### config.mk
export PLATFORM = sky130hd
export DESIGN_NAME = pt_walker
export DESIGN_NICKNAME = d
export VERILOG_FILES = /design/src/rtl/pw_pkg.sv /design/src/rtl/pw_addr_gen.sv /design/src/rtl/pw_desc_check.sv /design/src/rtl/pw_syndrome.sv /design/src/rtl/pt_walker.sv
export SDC_FILE = /design/constraint.sdc
export NUM_CORES = 1
export LEC_CHECK = 0
export BUFFER_PORTS_ARGS = -buffer_cell sky130_fd_sc_hd__buf_2
export CAP_MARGIN = 20
export CORE_UTILIZATION = 51
export CTS_CLUSTER_DIAMETER = 50
export CTS_CLUSTER_SIZE = 8
export DETAILED_ROUTE_END_ITERATION = 6
export PLACE_DENSITY = 0.91
export SYNTH_ARGS = -nofsm -noshare
export SYNTH_HDL_FRONTEND = slang
export SYNTH_HIERARCHICAL = 1
export SYNTH_SLANG_ARGS = --single-unit
### constraint.sdc
create_clock -name clk -period 2.6 [get_ports clk]
set_input_delay 0.52 -clock clk [delete_from_list [all_inputs] [get_ports clk]]
set_output_delay 0.52 -clock clk [all_outputs]
set_load 0.03 [all_outputs]
### src/rtl/pw_pkg.sv
package pw_pkg;
    localparam int unsigned VA_W       = 32;
    localparam int unsigned OFF_W      = 12;
    localparam int unsigned IDX_W      = 10;
    localparam int unsigned ID_W       = 5;
    localparam int unsigned ATTR_W     = 6;
    localparam int unsigned DESC_W     = 32;
    localparam int unsigned ENT_SHIFT  = 2;
    localparam int unsigned PFN_W      = VA_W - OFF_W;
    localparam int unsigned BIT_PRES   = 0;
    localparam int unsigned BIT_RD     = 1;
    localparam int unsigned BIT_WR     = 2;
    localparam int unsigned ATTR_LSB   = 3;
    localparam int unsigned DIR_LSB    = OFF_W + IDX_W;

    typedef enum logic [2:0] {
        ST_IDLE,
        ST_L1_ISSUE,
        ST_L1_WAIT,
        ST_L2_ISSUE,
        ST_L2_WAIT,
        ST_DONE
    } walk_state_e;

    typedef struct packed {
        logic [VA_W-1:0] vaddr;
        logic            write;
        logic [ID_W-1:0] id;
    } walk_req_t;

    typedef struct packed {
        logic              fault;
        logic [VA_W-1:0]   paddr;
        logic [ATTR_W-1:0] attr;
    } walk_res_t;
endpackage

### src/rtl/pw_addr_gen.sv
module pw_addr_gen
    import pw_pkg::*;
(
    input  logic [PFN_W-1:0] dir_pfn,
    input  logic [PFN_W-1:0] tbl_pfn,
    input  logic [VA_W-1:0]  vaddr,
    input  logic             level2,
    output logic [VA_W-1:0]  walk_addr
);
    logic [IDX_W-1:0] dir_idx;
    logic [IDX_W-1:0] tbl_idx;

    always_comb begin
        dir_idx = vaddr[DIR_LSB +: IDX_W];
        tbl_idx = vaddr[OFF_W +: IDX_W];
        if (level2) begin
            walk_addr = {tbl_pfn, tbl_idx, {ENT_SHIFT{1'b0}}};
        end else begin
            walk_addr = {dir_pfn, dir_idx, {ENT_SHIFT{1'b0}}};
        end
    end
endmodule

### src/rtl/pw_desc_check.sv
module pw_desc_check
    import pw_pkg::*;
(
    input  logic [DESC_W-1:0] desc,
    input  logic              level2,
    input  logic              write,
    output logic              fault,
    output logic [PFN_W-1:0]  pfn,
    output logic [ATTR_W-1:0] attr
);
    logic present;
    logic perm_ok;

    always_comb begin
        present = desc[BIT_PRES];
        perm_ok = write ? desc[BIT_WR] : desc[BIT_RD];
        fault   = !present || (level2 && !perm_ok);
        pfn     = desc[DESC_W-1 -: PFN_W];
        attr    = desc[ATTR_LSB +: ATTR_W];
    end
endmodule

### src/rtl/pw_syndrome.sv
module pw_syndrome
    import pw_pkg::*;
(
    input  logic            clk,
    input  logic            rst_n,
    input  logic            capture,
    input  logic [VA_W-1:0] cap_vaddr,
    input  logic            cap_write,
    input  logic [ID_W-1:0] cap_id,
    input  logic            ack,
    output logic            valid,
    output logic [VA_W-1:0] vaddr,
    output logic            write,
    output logic [ID_W-1:0] id
);
    typedef struct packed {
        logic            valid;
        logic [VA_W-1:0] vaddr;
        logic            write;
        logic [ID_W-1:0] id;
    } syn_t;

    syn_t syn_d, syn_q;

    always_comb begin
        syn_d = syn_q;
        if (ack) begin
            syn_d.valid = 1'b0;
        end
        if (capture && (!syn_q.valid || ack)) begin
            syn_d.valid = 1'b1;
            syn_d.vaddr = cap_vaddr;
            syn_d.write = cap_write;
            syn_d.id    = cap_id;
        end
    end

    always_ff @(posedge clk or negedge rst_n) begin
        if (!rst_n) begin
            syn_q <= '0;
        end else begin
            syn_q <= syn_d;
        end
    end

    assign valid = syn_q.valid;
    assign vaddr = syn_q.vaddr;
    assign write = syn_q.write;
    assign id    = syn_q.id;

    // an unacknowledged syndrome is held unchanged
    p_syn_hold_r8: assert property (@(posedge clk) disable iff (!rst_n)
        (valid && !ack) |=> (valid && $stable(vaddr) && $stable(id) && $stable(write)));

    // acknowledge without a new fault clears the syndrome
    p_ack_clear_r9: assert property (@(posedge clk) disable iff (!rst_n)
        (valid && ack && !capture) |=> !valid);
endmodule

### src/rtl/pt_walker.sv
module pt_walker
    import pw_pkg::*;
(
    input  logic              clk,
    input  logic              rst_n,
    input  logic              req_valid,
    output logic              req_ready,
    input  logic [VA_W-1:0]   req_vaddr,
    input  logic              req_write,
    input  logic [ID_W-1:0]   req_id,
    input  logic [PFN_W-1:0]  dir_pfn,
    output logic              mem_rd_valid,
    output logic [VA_W-1:0]   mem_rd_addr,
    input  logic              mem_rsp_valid,
    input  logic [DESC_W-1:0] mem_rsp_data,
    output logic              rsp_valid,
    output logic              rsp_fault,
    output logic [VA_W-1:0]   rsp_paddr,
    output logic [ATTR_W-1:0] rsp_attr,
    output logic              flt_valid,
    output logic [VA_W-1:0]   flt_vaddr,
    output logic              flt_write,
    output logic [ID_W-1:0]   flt_id,
    input  logic              flt_ack
);
    typedef struct packed {
        walk_state_e      state;
        walk_req_t        req;
        logic [PFN_W-1:0] tbl_pfn;
        walk_res_t        res;
    } walk_ctl_t;

    walk_ctl_t ctl_d, ctl_q;

    logic              chk_fault;
    logic [PFN_W-1:0]  chk_pfn;
    logic [ATTR_W-1:0] chk_attr;
    logic              fault_evt;
    logic              at_l2;

    assign at_l2 = (ctl_q.state == ST_L2_ISSUE) || (ctl_q.state == ST_L2_WAIT);

    pw_addr_gen u_addr (
        .dir_pfn   (dir_pfn),
        .tbl_pfn   (ctl_q.tbl_pfn),
        .vaddr     (ctl_q.req.vaddr),
        .level2    (at_l2),
        .walk_addr (mem_rd_addr)
    );

    pw_desc_check u_check (
        .desc   (mem_rsp_data),
        .level2 (at_l2),
        .write  (ctl_q.req.write),
        .fault  (chk_fault),
        .pfn    (chk_pfn),
        .attr   (chk_attr)
    );

    always_comb begin
        ctl_d     = ctl_q;
        fault_evt = 1'b0;
        unique case (ctl_q.state)
            ST_IDLE: begin
                if (req_valid) begin
                    ctl_d.req.vaddr = req_vaddr;
                    ctl_d.req.write = req_write;
                    ctl_d.req.id    = req_id;
                    ctl_d.state     = ST_L1_ISSUE;
                end
            end
            ST_L1_ISSUE: ctl_d.state = ST_L1_WAIT;
            ST_L1_WAIT: begin
                if (mem_rsp_valid) begin
                    if (chk_fault) begin
                        ctl_d.res   = '{fault: 1'b1, paddr: '0, attr: '0};
                        fault_evt   = 1'b1;
                        ctl_d.state = ST_DONE;
                    end else begin
                        ctl_d.tbl_pfn = chk_pfn;
                        ctl_d.state   = ST_L2_ISSUE;
                    end
                end
            end
            ST_L2_ISSUE: ctl_d.state = ST_L2_WAIT;
            ST_L2_WAIT: begin
                if (mem_rsp_valid) begin
                    if (chk_fault) begin
                        ctl_d.res = '{fault: 1'b1, paddr: '0, attr: '0};
                        fault_evt = 1'b1;
                    end else begin
                        ctl_d.res = '{fault: 1'b0,
                                      paddr: {chk_pfn, ctl_q.req.vaddr[OFF_W-1:0]},
                                      attr:  chk_attr};
                    end
                    ctl_d.state = ST_DONE;
                end
            end
            ST_DONE: ctl_d.state = ST_IDLE;
            default: ctl_d.state = ST_IDLE;
        endcase
    end

    always_ff @(posedge clk or negedge rst_n) begin
        if (!rst_n) begin
            ctl_q       <= '0;
            ctl_q.state <= ST_IDLE;
        end else begin
            ctl_q <= ctl_d;
        end
    end

    assign req_ready    = (ctl_q.state == ST_IDLE);
    assign mem_rd_valid = (ctl_q.state == ST_L1_ISSUE) || (ctl_q.state == ST_L2_ISSUE);
    assign rsp_valid    = (ctl_q.state == ST_DONE);
    assign rsp_fault    = ctl_q.res.fault;
    assign rsp_paddr    = ctl_q.res.paddr;
    assign rsp_attr     = ctl_q.res.attr;

    pw_syndrome u_syn (
        .clk       (clk),
        .rst_n     (rst_n),
        .capture   (fault_evt),
        .cap_vaddr (ctl_q.req.vaddr),
        .cap_write (ctl_q.req.write),
        .cap_id    (ctl_q.req.id),
        .ack       (flt_ack),
        .valid     (flt_valid),
        .vaddr     (flt_vaddr),
        .write     (flt_write),
        .id        (flt_id)
    );

    // a read strobe lasts one cycle
    p_single_read_r7: assert property (@(posedge clk) disable iff (!rst_n)
        mem_rd_valid |=> !mem_rd_valid);

    // the walker is ready right after a result
    p_done_ready_r7: assert property (@(posedge clk) disable iff (!rst_n)
        rsp_valid |=> req_ready);

    // faulting results carry no address or attributes
    p_fault_zero_r11: assert property (@(posedge clk) disable iff (!rst_n)
        (rsp_valid && rsp_fault) |-> (rsp_paddr == '0 && rsp_attr == '0));

    // an absent directory entry ends the walk with a fault
    p_l1_absent_r3: assert property (@(posedge clk) disable iff (!rst_n)
        (ctl_q.state == ST_L1_WAIT && mem_rsp_valid && !mem_rsp_data[BIT_PRES])
        |=> (rsp_valid && rsp_fault));
endmodule

==> results.toml <==
[outcome]
status = "finished clean"

[job]
max-cap-violations = 0

[clock_tree]
path_clk_slew_ns = 0.06
cts_inserted_buffers = 17
cts-root-buf = "clkbuf_16"
cts_resized = 0
worstSkewPairLatency_ns = 0.41
htreeDepth = 4
cts.sinks = 139
clockBufferDepth = 2
ctsHoldBuffers = 0
cts_tree = "yes"
post-cts-setup-buffers = 0

[sta]
slew_violations = 0
max_clock_freq_mhz = 396
hold_viol_final = 0
max_slew.worst_pin.slew_ns = 0.824
period_needed_ns = 2.52
whs_ns = 0.0467
maxSlewHeadroom_pct = 45.1
min_period_over_period_pct = 97.0
setup_viol = 0
fin_setup_tns_ns = 0
skew_ns = 0.00723

[synthesis]
synth_cell_type_count = 32
synth_area_leaders = "dfrtp_1 (55%), mux2_4 (12%), mux2_1 (10%)"
yosysTopAreaCell = "dfrtp_1"
yosysWarnings = 6
synth_flop_cell = "dfrtp_1"
ys_ff_latch = 139
synth_seq_area_share_pct = 54.8
netlist_area_um2 = 6350
synth-edff-count = 0
syn_inst = 424
postSynthAreaPerCell_um2 = 15.0
synth_top_area_share_pct = 54.8
async_flop_share_pct = 100

[setup_path]
crit_family = "buffers and inverters"
crit_required_ns = 2.08
cp_data_arrival_time_ns = 2.00
crit_path_start_kind = "register"
cp_max_fo = 7
critPathKind = "reg2out"
critPathCaptureType = "output port"
worst-path-buf-inv = 3
slowest_stage = "dfrtp_1"
slowest_delay_ns = 0.38
crit_chain = "nand2b_1 -> mux2i_4 -> buf_4 -> buf_6 -> mux2_4 -> buf_2"

[drt]
postRouteWirelength_um = 13100
wire_per_inst_um = 17.4
drcViolationCount = 0
dr.pass1.iters = 4
ant_nets = 0
top_layer = "met4"
first_iter_violations = 156
viasPerCell = 5.14
met3_length_um = 859
drt-met1-wl_um = 5310
vias = 3866
dr_wl_met2_um = 6630

[final_layout]
area_growth_pct = 20.9
final_util_pct = 63.7
drive_gt1_share_pct = 55.8
fin_cells = 752
diodes = 0
layout_common_cells = "buf_2 (201), dfrtp_1 (139), mux2_1 (58)"
finish.net_count = 666
layout_commonest_cell = "buf_2"

[die]
core_um2 = 12100
dieWidth_um = 114
dieArea_um2 = 12900
fp-row-count = 40
initial_utilization_pct = 52.6
die-height_um = 114
io_pins = 208

[global_route]
antenna_found_initial = 0
grt_max_degree = 64
grt_pass1_wl_um = 20400
grt_pass1_vias = 4115
track_usage_pct = 20.7
grt_overflow_total = 0

[place]
place_congestion = 0.723
dp_hpwl_um = 8880
io_buffers = 202
placed_cells = 715

[power]
leakagePower_nw = 3.94
ir_worst_vdd_mv = 0.840
power_w = 0.0111
power_density_nw_per_um2 = 1440

[worst_hold_path]
hold_class = "in2async"
## per-stage QoR
stage / setup slack [ns] / instance area [um^2]
after floorplan: 0.282 / 6350
after global placement: 0.407 / 7010
after detailed placement: 0.318 / 7010
after CTS: 0.0273 / 7600
after global routing: -0.0113 / 7680
final: 0.0776 / 7680
## where the power goes
| group | internal, W | total, W | switching (W) |
|---|---|---|---|
| registers | 0.00317 | 0.00378 | 0.000611 |
| clock network | 0.00147 | 0.00238 | 0.000911 |
| logic | 0.00209 | 0.00494 | 0.00284 |
## sequential cells by signal, indices dropped and copies added (netlist names)
name / count
u_syn/id: 5
u_syn/write: 1
u_syn/vaddr: 32
rsp_fault: 1
rsp_paddr: 32
u_syn/valid: 1
ctl_q: 61
rsp_attr: 6
## worst paths after layout
path	from	end	slack, ns	cells past startpoint
min in group clk	mem_rsp_data[7]	rsp_attr[4]	0.32	2
max in group asynchronous	rst_n	rsp_paddr[17]	1.83	2
worst min register to register	ctl_q[60]	ctl_q[60]	0.49	1
worst max-delay path	ctl_q[99]	mem_rd_addr[31]	0.08	6
worst max register to register	ctl_q[99]	rsp_paddr[2]	0.23	8
worst min-delay path	rst_n	rsp_paddr[24]	0.05	1
## Yosys cell counts (all sizes together), types with 2 or more instances
library cell,count
buf,89
mux2,127
mux2i,2
dfrtp,139
a22o,38
nand2b,4
nor3,2
inv,2
nand2,2
nor2,4
## per-layer routing
| metal | vias to the layer above | global-route usage, % |
|---|---|---|
| met5 | - | 0 |
| met4 | 0 | 9.56 |
| met3 | 27 | 6.22 |
| met2 | 169 | 35.7 |
| met1 | 1940 | 23.7 |
| li1 | 1730 | - |
## area by class of cell
| class | count | area, um^2 |
|---|---|---|
| multi-input combinational | 194 | 2180 |
| inverter | 2 | 7.51 |
| tap | 168 | 210 |
| clock buffer | 19 | 453 |
| fill | 870 | 4380 |
| timing repair buffer | 217 | 1210 |
| clock inverter | 13 | 144 |
| sequential | 139 | 3480 |
## logic make-up (layout without fill, tap and decap cells)
kind of cell,count (synthesis),count (layout),share of synthesized area [%]
compound gates,44,44,5.97
mux,129,129,25.9
flops,139,139,54.8
buf+inv,92,251,11.4
simple gates,18,18,1.83
xor+xnor,1,1,0.138
other cells,1,2,0.0591
(Power assumes the default switching activity.)
